===== config.mk =====
export PLATFORM = sky130hd
export DESIGN_NAME = agc_step_ctrl
export DESIGN_NICKNAME = d
export VERILOG_FILES = /design/src/rtl/agc_pkg.sv /design/src/rtl/agc_band_cfg.sv /design/src/rtl/agc_step_loop.sv /design/src/rtl/agc_step_ctrl.sv
export SDC_FILE = /design/constraint.sdc
export NUM_CORES = 1
export LEC_CHECK = 0
export BUFFER_PORTS_ARGS = -buffer_cell sky130_fd_sc_hd__buf_4
export CAP_MARGIN = 20
export CORE_ASPECT_RATIO = 1.75
export CORE_UTILIZATION = 35
export DETAILED_ROUTE_END_ITERATION = 8
export PLACE_DENSITY = 0.56
export SLEW_MARGIN = 20
export SYNTH_ARGS = -nofsm -noshare
export SYNTH_HDL_FRONTEND = slang
export SYNTH_SLANG_ARGS = --single-unit

===== constraint.sdc =====
create_clock -name clk -period 7.7 [get_ports clk]
set_input_delay 0.77 -clock clk [delete_from_list [all_inputs] [get_ports clk]]
set_output_delay 0.77 -clock clk [all_outputs]
set_load 0.02 [all_outputs]

===== src/rtl/agc_pkg.sv =====
`timescale 1ns/1ps
package agc_pkg;
    typedef enum logic {
        BAND_FM = 1'b0,
        BAND_AM = 1'b1
    } band_e;
endpackage


===== src/rtl/agc_band_cfg.sv =====
`timescale 1ns/1ps
// Per-band thresholds and index limits.
module agc_band_cfg
    import agc_pkg::*;
#(
    parameter int MW        = 11,
    parameter int RF_W      = 5,
    parameter int IF_W      = 3,
    parameter int FM_RF_THR = 75,
    parameter int AM_RF_THR = 80,
    parameter int FM_IF_THR = 40,
    parameter int AM_IF_THR = 45,
    parameter int FM_RF_MAX = 22,
    parameter int AM_RF_MAX = 21,
    parameter int FM_IF_MAX = 3,
    parameter int AM_IF_MAX = 5
) (
    input  band_e                  band,
    output logic signed [MW-1:0]   rf_thr,
    output logic signed [MW-1:0]   if_thr,
    output logic [RF_W-1:0]        rf_max,
    output logic [IF_W-1:0]        if_max
);
    always_comb begin
        if (band == BAND_AM) begin
            rf_thr = MW'(AM_RF_THR);
            if_thr = MW'(AM_IF_THR);
            rf_max = RF_W'(AM_RF_MAX);
            if_max = IF_W'(AM_IF_MAX);
        end else begin
            rf_thr = MW'(FM_RF_THR);
            if_thr = MW'(FM_IF_THR);
            rf_max = RF_W'(FM_RF_MAX);
            if_max = IF_W'(FM_IF_MAX);
        end
    end
endmodule


===== src/rtl/agc_step_loop.sv =====
`timescale 1ns/1ps
// One stepped loop: upper threshold grows with the index, the lower one
// sits a hysteresis width below the threshold of the step beneath.
module agc_step_loop #(
    parameter int MW    = 11,
    parameter int IDX_W = 5,
    parameter int STEP  = 3,
    parameter int HYS   = 3
) (
    input  logic signed [MW-1:0] metric,
    input  logic signed [MW-1:0] base,
    input  logic [IDX_W-1:0]     idx,
    input  logic [IDX_W-1:0]     max_idx,
    output logic                 up_req,
    output logic                 dn_req
);
    localparam logic signed [MW-1:0] STEP_S = MW'(STEP);
    localparam logic signed [MW-1:0] HYS_S  = MW'(HYS);

    logic signed [MW-1:0] idx_s;
    logic signed [MW-1:0] upper;
    logic signed [MW-1:0] lower;

    always_comb begin
        idx_s  = MW'(idx);
        upper  = base + STEP_S * idx_s;
        lower  = upper - STEP_S - HYS_S;
        up_req = (idx < max_idx) && (metric > upper);
        dn_req = (idx != '0) && (metric < lower);
    end
endmodule


===== src/rtl/agc_step_ctrl.sv =====
`timescale 1ns/1ps
// Cascaded RF/IF stepped gain controller.
module agc_step_ctrl
    import agc_pkg::*;
#(
    parameter int LVL_W       = 8,
    parameter int RF_W        = 5,
    parameter int IF_W        = 3,
    parameter int RF_STEP_DB  = 3,
    parameter int RF_HYS_DB   = 3,
    parameter int IF_STEP_DB  = 6,
    parameter int IF_HYS_DB   = 6,
    parameter int FM_RF_THR   = 75,
    parameter int AM_RF_THR   = 80,
    parameter int FM_IF_THR   = 40,
    parameter int AM_IF_THR   = 45,
    parameter int FM_RF_MAX   = 22,
    parameter int AM_RF_MAX   = 21,
    parameter int FM_IF_MAX   = 3,
    parameter int AM_IF_MAX   = 5
) (
    input  logic             clk,
    input  logic             rst_n,
    input  logic             band_sel,
    input  logic             tick,
    input  logic [LVL_W-1:0] level,
    output logic [RF_W-1:0]  rf_idx,
    output logic [IF_W-1:0]  if_idx
);
    localparam int MW = LVL_W + 3;
    localparam logic signed [MW-1:0] RF_STEP_S = MW'(RF_STEP_DB);

    typedef struct packed {
        band_e           band;
        logic [RF_W-1:0] rf;
        logic [IF_W-1:0] ifc;
    } agc_state_t;

    agc_state_t st_d, st_q;

    band_e                band_in;
    logic signed [MW-1:0] rf_thr, if_thr;
    logic [RF_W-1:0]      rf_max;
    logic [IF_W-1:0]      if_max;
    logic signed [MW-1:0] lvl_s, eff_s;
    logic                 rf_up, rf_dn, if_up, if_dn;

    assign band_in = band_e'(band_sel);

    agc_band_cfg #(
        .MW(MW), .RF_W(RF_W), .IF_W(IF_W),
        .FM_RF_THR(FM_RF_THR), .AM_RF_THR(AM_RF_THR),
        .FM_IF_THR(FM_IF_THR), .AM_IF_THR(AM_IF_THR),
        .FM_RF_MAX(FM_RF_MAX), .AM_RF_MAX(AM_RF_MAX),
        .FM_IF_MAX(FM_IF_MAX), .AM_IF_MAX(AM_IF_MAX)
    ) u_cfg (
        .band   (st_q.band),
        .rf_thr (rf_thr),
        .if_thr (if_thr),
        .rf_max (rf_max),
        .if_max (if_max)
    );

    // Level after the present RF attenuation feeds the IF loop.
    always_comb begin
        lvl_s = MW'(level);
        eff_s = lvl_s - RF_STEP_S * MW'(st_q.rf);
    end

    agc_step_loop #(
        .MW(MW), .IDX_W(RF_W), .STEP(RF_STEP_DB), .HYS(RF_HYS_DB)
    ) u_rf_loop (
        .metric  (lvl_s),
        .base    (rf_thr),
        .idx     (st_q.rf),
        .max_idx (rf_max),
        .up_req  (rf_up),
        .dn_req  (rf_dn)
    );

    agc_step_loop #(
        .MW(MW), .IDX_W(IF_W), .STEP(IF_STEP_DB), .HYS(IF_HYS_DB)
    ) u_if_loop (
        .metric  (eff_s),
        .base    (if_thr),
        .idx     (st_q.ifc),
        .max_idx (if_max),
        .up_req  (if_up),
        .dn_req  (if_dn)
    );

    always_comb begin
        st_d      = st_q;
        st_d.band = band_in;
        if (band_in != st_q.band) begin
            st_d.rf  = '0;
            st_d.ifc = '0;
        end else if (tick) begin
            if (rf_up)      st_d.rf  = st_q.rf + RF_W'(1);
            else if (rf_dn) st_d.rf  = st_q.rf - RF_W'(1);
            else if (if_up) st_d.ifc = st_q.ifc + IF_W'(1);
            else if (if_dn) st_d.ifc = st_q.ifc - IF_W'(1);
        end
    end

    always_ff @(posedge clk) begin
        if (!rst_n) begin
            st_q.band <= BAND_FM;
            st_q.rf   <= '0;
            st_q.ifc  <= '0;
        end else begin
            st_q <= st_d;
        end
    end

    assign rf_idx = st_q.rf;
    assign if_idx = st_q.ifc;
endmodule


==> results by group <==
Synthesis
  – Largest area contributor in the netlist: ha_1
  – Post-synth ARST share: 0%
  – Syn nets: 401
  – Mapped Area: 2690 µm²
  – Share of the yosys chip area belonging to registers: 6.71%
  – Seq cells post-synth: 9
  – Largest cells by area after synthesis: ha_1 (32%), dfxtp_1 (6.7%), fa_1 (6.7%), inv_1 (5.0%), xnor2_1 (4.9%)
  – Most frequent cell after synthesis: ha_1
  – Syn_area_per_cell: 8.64 µm²
  – Post-synth EDFFs: 0
  – Post-Syn Instances: 311
  – Synth top area share: 32.1%
  – Commonest cells in the synthesized netlist: ha_1 (69), inv_1 (36), nand2_1 (25)
  – Top FF cell, synth: dfxtp_1
  – Yosys warning total: 0
  – Cell variety after synth: 56

Global route
  – Pin count of the biggest net entering global routing: 13
  – First-pass GRT wire length: 10300 µm
  – Initial antenna violation count: 0
  – Gr usage total: 16.7%
  – Congestion Overflow GR: 0
  – Number of global-route vias before repair: 2241

Timing
  – Crit share post-route: 67.7%
  – RSZ-0062 raised after global routing: false
  – Worst Clk Skew: 0.00124 ns
  – Setup TNS: 0 ns
  – Final Max Slew Viols: 0
  – Minimum clock period after layout: 5.21 ns
  – Final hold violations: 0
  – Fmax: 192 MHz
  – Worst Tran Pin Value: 0.508 ns
  – Final Setup Violations: 0
  – Final hold slack: 0.591 ns
  – Relative slew slack: 65.8%

Power
  – Design Power: 432 µW
  – Psw: 188 µW
  – Total power density per cell area: 143 nW/µm²
  – Peak supply drop: 0.0867 mV
  – Clock power frac: 21.5%
  – Comb power frac: 65.3%
  – Lkg Pwr: 0.00146 µW
  – Int Power: 243 µW
  – Switching part of the total: 43.6%
  – Sequential share of power: 13.2%

Critical path
  – Crit path buf inv count: 2
  – Crit Path Class: reg2reg
  – Delay-heaviest family, CP: compound AO/OA/AOI/OAI gates
  – Crit-path max FO: 9
  – CP peak stage delay: 0.56 ns
  – Startpoint types: flip-flop
  – Cell Chain, Critical Path: inv_1, ha_1, a21o_1, a21o_1, xor2_1, ha_1, and3_1, a221oi_4, nor2b_1, nor2_1, ha_1, nand4_1, nor3b_1, a31oi_1, o311a_4, inv_4, fa_1, a21o_1, a21oi_1, nand4_1, mux2i_1, mux2i_1
  – CP endpoint kind: flip-flop
  – Slowest CP cell: dfxtp_1
  – Crit path required time: 7.86 ns
  – CP arrival: 5.37 ns

Drt
  – Residual DRC: 0
  – Per-cell routed wire length: 14.9 µm
  – Vias/cell: 5.24
  – Initial DRC count: 45
  – Antenna-violating nets left: 0
  – Via count: 2197
  – Pre-Repair DR Iteration Count: 4
  – WL final: 6250 µm

CTS
  – CTS tree: built
  – Max clock buf depth: 2
  – Total CTS buffers: 3
  – Clock sink total: 9
  – CTS clk-pin slew, worst paths: 0.04 ns
  – Clk Latency, worst-skew pair: 0.23 ns
  – H-tree depth: 1
  – Setup bufs post-CTS: 0
  – Hold buffers post-CTS: 0
  – Root Buffer: clkbuf_16
  – Post-CTS sizing: 0

Placed design
  – Dpl hpwl: 5390 µm
  – I/O Buffers: 19
  – Post-DP Area: 2930 µm²
  – Routability congestion estimate from global placement: 0.789

Floorplanning
  – Initial Utilization: 36.6%
  – Total core area: 7340 µm²
  – IO Pins: 20
  – Die area: 8040 µm²
  – Row cnt: 41
  – Chip width: 68.2 µm
  – Die Y: 118 µm

Layout
  – Fin util: 41.1%
  – Layout area overhead: 12.1%
  – Final instance area: 3010 µm²
  – N_diodes: 0
  – Fill cells: 758
  – Share of cells above drive strength 1: 11.4%
  – Final nets: 424

Run status
  – Outcome: complete, no violations

Job
  – Max Cap Viol: 0

Hold path
  – Hold WC Path Type: reg2reg
layout make-up:
| class | count | area [µm²] | share of cell area [%] |
|---|---|---|---|
| multi-input combinational | 263 | 2360 | 78.3 |
| timing repair buffer | 19 | 143 | 4.74 |
| inverter | 38 | 145 | 4.82 |
| sequential | 9 | 180 | 5.98 |
| tap | 86 | 108 | 3.57 |
| clock buffer | 4 | 78.8 | 2.62 |
through the flow:
stage | setup slack (ns) | std cells
4_1_cts | 2.50 | 419
5_1_grt | 2.12 | 419
2_1_floorplan | 3.03 | 311
3_3_place_gp | 2.57 | 415
3_5_place_dp | 2.52 | 415
6_report | 2.49 | 419
state kept, by name, indices dropped and copies added (netlist names):
register and cells:
if_idx 3, st_q 1, rf_idx 5
kinds of logic after synthesis:
group                      count (synthesis)  synth area share (%)
muxes                                      8                  2.98
xor gates and xnor gates                  29                  10.5
and+or+nand+nor                           71                  13.7
DFF                                        9                  6.71
buffers and inverters                     39                  5.54
AOI/OAI and AO/OA                         77                  21.7
adders and majority gates                 78                  38.8
routing by layer:
layer	vias to the layer above	track usage (%)	wire, µm
met1	1015	17.5	2520
met5	-	0	0
met3	8	1.65	80
met2	24	32.6	3520
met4	0	4.04	128
li1	1150	-	-
layout by cell type, fill, tap and decap left out, types with 8 or more instances in the layout:
| cell type | Yosys | layout |
|---|---|---|
| ha_1 | 69 | 69 |
| inv_1 | 36 | 36 |
| nand2_1 | 25 | 25 |
| buf_4 | 0 | 19 |
| a21oi_1 | 18 | 18 |
| xnor2_1 | 15 | 15 |
| xor2_1 | 12 | 12 |
| nor2_1 | 11 | 11 |
| fa_1 | 9 | 9 |
| dfxtp_1 | 9 | 9 |
| mux2i_1 | 8 | 8 |
path summary, 6_finish.rpt:
kind	start	end	slack, ns	depth (start not counted)
worst max-delay path	rf_idx[1]	rf_idx[4]	2.49	22
worst min-delay path	rf_idx[2]	rf_idx[2]	0.59	2
worst min register to register	rf_idx[2]	rf_idx[2]	0.59	2
worst max register to register	rf_idx[1]	rf_idx[4]	2.49	22
worst min-delay path, cell delays in order, from the launching register on:
cell,delay [ns]
dfxtp_1,0.39
nand2_1,0.09
mux2i_1,0.06
power by group through the flow:
stage | Sequential (µW) | Clock [µW] | Combinational (µW)
floorplan | 58.1 | 0 | 215
global placement | 58.3 | 0 | 280
detailed placement | 58.2 | 0 | 284
CTS | 57.3 | 94.8 | 286
global route | 57.9 | 97.6 | 322
finish | 57.0 | 92.6 | 282
(Power assumes the default switching activity.)
